--- src/rtl/arb_pkg.sv ---
package arb_pkg;
  typedef enum logic [1:0] {
    OWN_CPU  = 2'd0,
    OFFERED  = 2'd1,
    EXT_HELD = 2'd2
  } own_state_t;
endpackage

--- src/rtl/arb_cfg.sv ---
module arb_cfg (
  input  logic clk,
  input  logic rst_n,
  input  logic cfg_we,
  input  logic cfg_split_d,
  input  logic cfg_mask_d,
  output logic split_q,
  output logic mask_q
);
  always_ff @(posedge clk or negedge rst_n) begin
    if (!rst_n) begin
      split_q <= 1'b0;
      mask_q  <= 1'b0;
    end else if (cfg_we) begin
      split_q <= cfg_split_d;
      mask_q  <= cfg_mask_d;
    end
  end

  // without a write the bits keep their values
  p_cfg_hold_r1: assert property (@(posedge clk) disable iff (!rst_n)
    !cfg_we |=> ($stable(split_q) && $stable(mask_q)));
endmodule

--- src/rtl/arb_grant.sv ---
module arb_grant
  import arb_pkg::*;
#(
  parameter int NM = 3
) (
  input  logic          clk,
  input  logic          rst_n,
  input  logic          cpu_cyc,
  input  logic          cpu_lock,
  input  logic [NM-1:0] ext_req,
  input  logic [NM-1:0] ext_ack,
  output logic [NM-1:0] ext_gnt,
  output logic          cpu_owns
);
  localparam int OW = (NM > 1) ? $clog2(NM) : 1;

  own_state_t    st_q;
  logic [OW-1:0] own_q;
  logic [OW-1:0] pick;
  logic          may_offer;

  // lowest-numbered requester wins
  always_comb begin
    pick = '0;
    for (int i = NM - 1; i >= 0; i--) begin
      if (ext_req[i]) pick = OW'(i);
    end
  end

  assign may_offer = (|ext_req) && !cpu_lock && !cpu_cyc;

  always_ff @(posedge clk or negedge rst_n) begin
    if (!rst_n) begin
      st_q  <= OWN_CPU;
      own_q <= '0;
    end else begin
      unique case (st_q)
        OWN_CPU: if (may_offer) begin
          st_q  <= OFFERED;
          own_q <= pick;
        end
        OFFERED: begin
          if (ext_ack[own_q])      st_q <= EXT_HELD;
          else if (!ext_req[own_q]) st_q <= OWN_CPU;
        end
        EXT_HELD: if (!ext_ack[own_q]) st_q <= OWN_CPU;
        default: st_q <= OWN_CPU;
      endcase
    end
  end

  generate
    for (genvar g = 0; g < NM; g++) begin : g_gnt
      assign ext_gnt[g] = (st_q != OWN_CPU) && (own_q == OW'(g));
    end
  endgenerate

  assign cpu_owns = (st_q == OWN_CPU);

  p_gnt_onehot_r4: assert property (@(posedge clk) disable iff (!rst_n)
    $onehot0(ext_gnt));
  p_no_gnt_in_lock_r6: assert property (@(posedge clk) disable iff (!rst_n)
    (cpu_owns && cpu_lock) |=> (ext_gnt == '0));
  p_hold_until_ack_low_r5: assert property (@(posedge clk) disable iff (!rst_n)
    ((st_q == EXT_HELD) && ext_ack[own_q]) |=> $stable(ext_gnt));
endmodule

--- src/rtl/arb_strobe.sv ---
module arb_strobe (
  input  logic clk,
  input  logic rst_n,
  input  logic cpu_owns,
  input  logic cpu_cyc,
  input  logic cpu_lock,
  input  logic cpu_sel,
  input  logic irq_pend,
  input  logic split_q,
  input  logic mask_q,
  output logic bus_as,
  output logic bus_cs,
  output logic bus_clr
);
  logic as_d;

  // unsplit mode bridges the read/write gap while the lock is held
  assign as_d = cpu_owns && (cpu_cyc || (!split_q && cpu_lock));

  always_ff @(posedge clk or negedge rst_n) begin
    if (!rst_n) begin
      bus_as  <= 1'b0;
      bus_cs  <= 1'b0;
      bus_clr <= 1'b0;
    end else begin
      bus_as  <= as_d;
      bus_cs  <= as_d && cpu_sel;
      bus_clr <= mask_q && irq_pend;
    end
  end

  p_split_gap_r9: assert property (@(posedge clk) disable iff (!rst_n)
    (split_q && !cpu_cyc) |=> (!bus_as && !bus_cs));
  p_bridge_gap_r8: assert property (@(posedge clk) disable iff (!rst_n)
    (cpu_owns && !split_q && cpu_lock) |=> bus_as);
  p_clr_masked_r10: assert property (@(posedge clk) disable iff (!rst_n)
    !mask_q |=> !bus_clr);
endmodule

--- src/rtl/rmw_bus_arbiter.sv ---
module rmw_bus_arbiter #(
  parameter int NM = 3
) (
  input  logic          clk,
  input  logic          rst_n,
  input  logic          cfg_we,
  input  logic          cfg_split_d,
  input  logic          cfg_mask_d,
  input  logic          cpu_cyc,
  input  logic          cpu_lock,
  input  logic          cpu_sel,
  input  logic          irq_pend,
  input  logic [NM-1:0] ext_req,
  input  logic [NM-1:0] ext_ack,
  output logic [NM-1:0] ext_gnt,
  output logic          bus_as,
  output logic          bus_cs,
  output logic          bus_clr
);
  logic split_q, mask_q, cpu_owns;

  arb_cfg u_cfg (
    .clk, .rst_n, .cfg_we, .cfg_split_d, .cfg_mask_d,
    .split_q, .mask_q
  );

  arb_grant #(.NM(NM)) u_grant (
    .clk, .rst_n, .cpu_cyc, .cpu_lock, .ext_req, .ext_ack,
    .ext_gnt, .cpu_owns
  );

  arb_strobe u_strobe (
    .clk, .rst_n, .cpu_owns, .cpu_cyc, .cpu_lock, .cpu_sel, .irq_pend,
    .split_q, .mask_q, .bus_as, .bus_cs, .bus_clr
  );

  p_strobe_off_ext_r11: assert property (@(posedge clk) disable iff (!rst_n)
    (|ext_gnt) |-> (!bus_as && !bus_cs));
  p_reset_quiet_r2: assert property (@(posedge clk)
    !rst_n |-> (ext_gnt == '0 && !bus_as && !bus_cs && !bus_clr));
endmodule

--- config.mk ---
export PLATFORM = sky130hd
export DESIGN_NAME = rmw_bus_arbiter
export DESIGN_NICKNAME = d
export VERILOG_FILES = /design/src/rtl/arb_pkg.sv /design/src/rtl/arb_cfg.sv /design/src/rtl/arb_grant.sv /design/src/rtl/arb_strobe.sv /design/src/rtl/rmw_bus_arbiter.sv
export SDC_FILE = /design/constraint.sdc
export NUM_CORES = 1
export LEC_CHECK = 0
export BUFFER_PORTS_ARGS = -buffer_cell sky130_fd_sc_hd__buf_2
export CORE_AREA = 2 2 39 41
export CTS_CLUSTER_SIZE = 30
export DETAILED_ROUTE_END_ITERATION = 12
export DIE_AREA = 0 0 41 43
export GPL_TIMING_DRIVEN = 0
export PLACE_DENSITY_LB_ADDON = 0.3
export SLEW_MARGIN = 20
export SYNTH_ARGS = -nofsm -noshare
export SYNTH_HDL_FRONTEND = slang
export SYNTH_SLANG_ARGS = --single-unit
export TNS_END_PERCENT = 50
--- constraint.sdc ---
create_clock -name clk -period 1.4 [get_ports clk]
set_input_delay 0.14 -clock clk [delete_from_list [all_inputs] [get_ports clk]]
set_output_delay 0.14 -clock clk [all_outputs]
set_load 0.005 [all_outputs]
==> metrics.cfg <==
[power_and_ir_drop]
pwr-share-seq=0.454
sw_frac_of_total=0.3346
ir_drop_mv=0.7086
p_comb_frac=0.331
power.internal_mw=0.6215
total_leakage_power_nw=0.2902
power.net_switching_mw=0.3126
power_frac_clock=0.215
report.power.total_mw=0.9341
power_density_nw_per_um2=1582

[floorplan]
initial_core_util=0.3092
die_h_um=43
die-area_um2=1763
ios=21
core-area_um2=1384
die-width_um=41
rows=14

[sta]
rsz0062_at_grt=no
hold_viol=0
clock.fmax_mhz=753.8
finalCriticalPeriod_ns=1.327
drv_slew=0
final.period_utilization=0.9476
fin_worst_skew_ns=0.003289
worst_slew_pin_slew_ns=0.4561
setup_tns_ns=0
max_slew_margin=0.6934
setup_viol=0
holdWs_ns=0.07453

[drt]
wirelength_um=798
drc=0
drtIter0Drc=6
first_pass_iters=3
wl_met1_um=335
ant_nets=0
dr_wl_met3_um=38
routed.top_layer=met4
dr_wl_met2_um=389
wl_per_cell_um=9.852
routed_via_density=4.654
num_vias=377

[critical_path]
crit_cells=3
critPathBufInv=1
critical_path.max_stage_delay_ns=0.43
reg2reg_depth=3
cp-start-kind=flop
required_ns=1.26
cp.arrival_ns=1.19
path_max_fanout=6
critPathTopFamily=flip-flops
slowest_stage=dfrtp_1
crit_type=flop to primary output
end_kind=primary output
path_common_cell=nor2_1
crit_chain=nor2_1 > nor2_1 > buf_2

[layout]
n_antenna_cell=0
drive_gt1_frac=0.4462
fin_nets=81
multiInputGateArea_um2=196.4
seq_area_um2=226.5
design_area_um2=590.6
areaGrowthSynthToFinish_pct=38.01
final_cell_mix=buf_2, dfrtp_1, inv_1, a21oi_1, clkbuf_4
final_common_cell=buf_2
fillers=149
final_cells=81

[global_route]
grt_pass1_wl_um=1462
grt-ovfl-total=0
antenna_found_initial=0
grt_pass1_vias=375
grt_usage=0.1289
grt_max_degree=10

[hold_path]
hold_class=primary input to flop
hold_depth=2

[placement]
dp.cells=76
gp_congestion=0.6800
dpl_cell_area_um2=548.0
dp_hpwl_um=641.6
portBuffers=20

[yosys]
synth.top_cells.by_area=dfrtp_1, mux2i_1, a21oi_1
avgSynthCellArea_um2=10.70
synth.top_cell.area_share=0.5263
syn_area_um2=427.9
yosys_warnings=0
yosys.area.top_type=dfrtp_1
async_reset_ff_frac=1.000
synth_nets=55
synth-seq-cells=9
yosysSeqAreaShare=0.5263
synth_ff_type=dfrtp_1
synth_cell_types=22
synth_cells=40
synth_edf_count=0

[outcome]
outcome=complete, no violations

[cts]
worstSkewPairLatency_ns=0.26
root_buffer=clkbuf_4
cts_made_buffers=3
cts_sinks=9
cts_setup_buffers=0
clk_pin_slew_worst_paths_ns=0.06
htreeDepth=1
clockBufferDepth=2
cts_tree=done

[run]
maxCapViolCount=0

==> cell families (layout without fill, tap and decap cells) <==
logic type,after synthesis,in the layout,share of synthesized area
mux,3,3,0.07310
flops,9,9,0.5263
simple gates,14,14,0.2135
compound gates,11,11,0.1608
buf+inv,3,28,0.02631
==> repair_timing <==
| item | 4_1_cts | 5_1_grt |
|---|---|---|
| endpoints found under the hold margin | 9 | 0 |
| hold buffers | 1 | 0 |
| resized for setup | 0 | 2 |
| setup endpoints to repair | 0 | 1 |
==> power groups by stage <==
stage / Sequential, mW / Combinational, mW / Clock (mW)
6_report: 0.424 / 0.309 / 0.200
5_1_grt: 0.442 / 0.359 / 0.228
3_3_place_gp: 0.426 / 0.303 / 0
4_1_cts: 0.422 / 0.310 / 0.214
3_5_place_dp: 0.427 / 0.307 / 0
2_1_floorplan: 0.414 / 0.204 / 0
==> metal layers <==
layer | vias up | GRT usage
li1 | 192 | -
met1 | 170 | 0.1467
met2 | 10 | 0.1844
met3 | 5 | 0.04712
met4 | 0 | 0.1000
met5 | - | 0
==> per-stage QoR <==
stage	setup slack (ns)	utilization
floorplan	0.3447	-
global placement	0.2186	0.3960
detailed placement	0.2091	0.3960
CTS	0.07749	0.4222
global route	0.007594	0.4268
finish	0.07339	0.4268
==> state kept, by name, indices dropped and copies added, names as in the netlist <==
register          flops
u_cfg.mask_q          1
u_strobe.bus_as       1
u_grant.st_q          2
u_strobe.bus_cs       1
u_grant.own_q         2
u_cfg.split_q         1
u_strobe.bus_clr      1
==> Yosys cell counts (2+ instances only) <==
cell type / n
nor2_1: 2
dfrtp_1: 9
o22ai_1: 2
a21oi_1: 3
mux2i_1: 2
nand2b_1: 2
o21ai_0: 2
inv_1: 3
nor3_1: 2
==> path summary, 6_finish.rpt <==
path	start	end	slack, ns
max in group asynchronous	rst_n	u_grant.st_q[1]	0.95
min in group asynchronous	rst_n	u_strobe.bus_clr	0.25
max	u_grant.st_q[0]	ext_gnt[1]	0.07
max reg2reg	u_grant.st_q[0]	u_grant.own_q[0]	0.20
min reg2reg	u_cfg.mask_q	u_strobe.bus_clr	0.48
min	ext_req[0]	u_grant.own_q[0]	0.07
==> layout make-up <==
class / instances / share of cell area
Tap cell: 16 / 0.03390
Sequential cell: 9 / 0.3835
Multi-Input combinational cell: 28 / 0.3326
Clock buffer: 4 / 0.04449
Timing Repair Buffer: 21 / 0.1864
Inverter: 3 / 0.01907
Note: power is estimated with default switching activity, not from simulation.
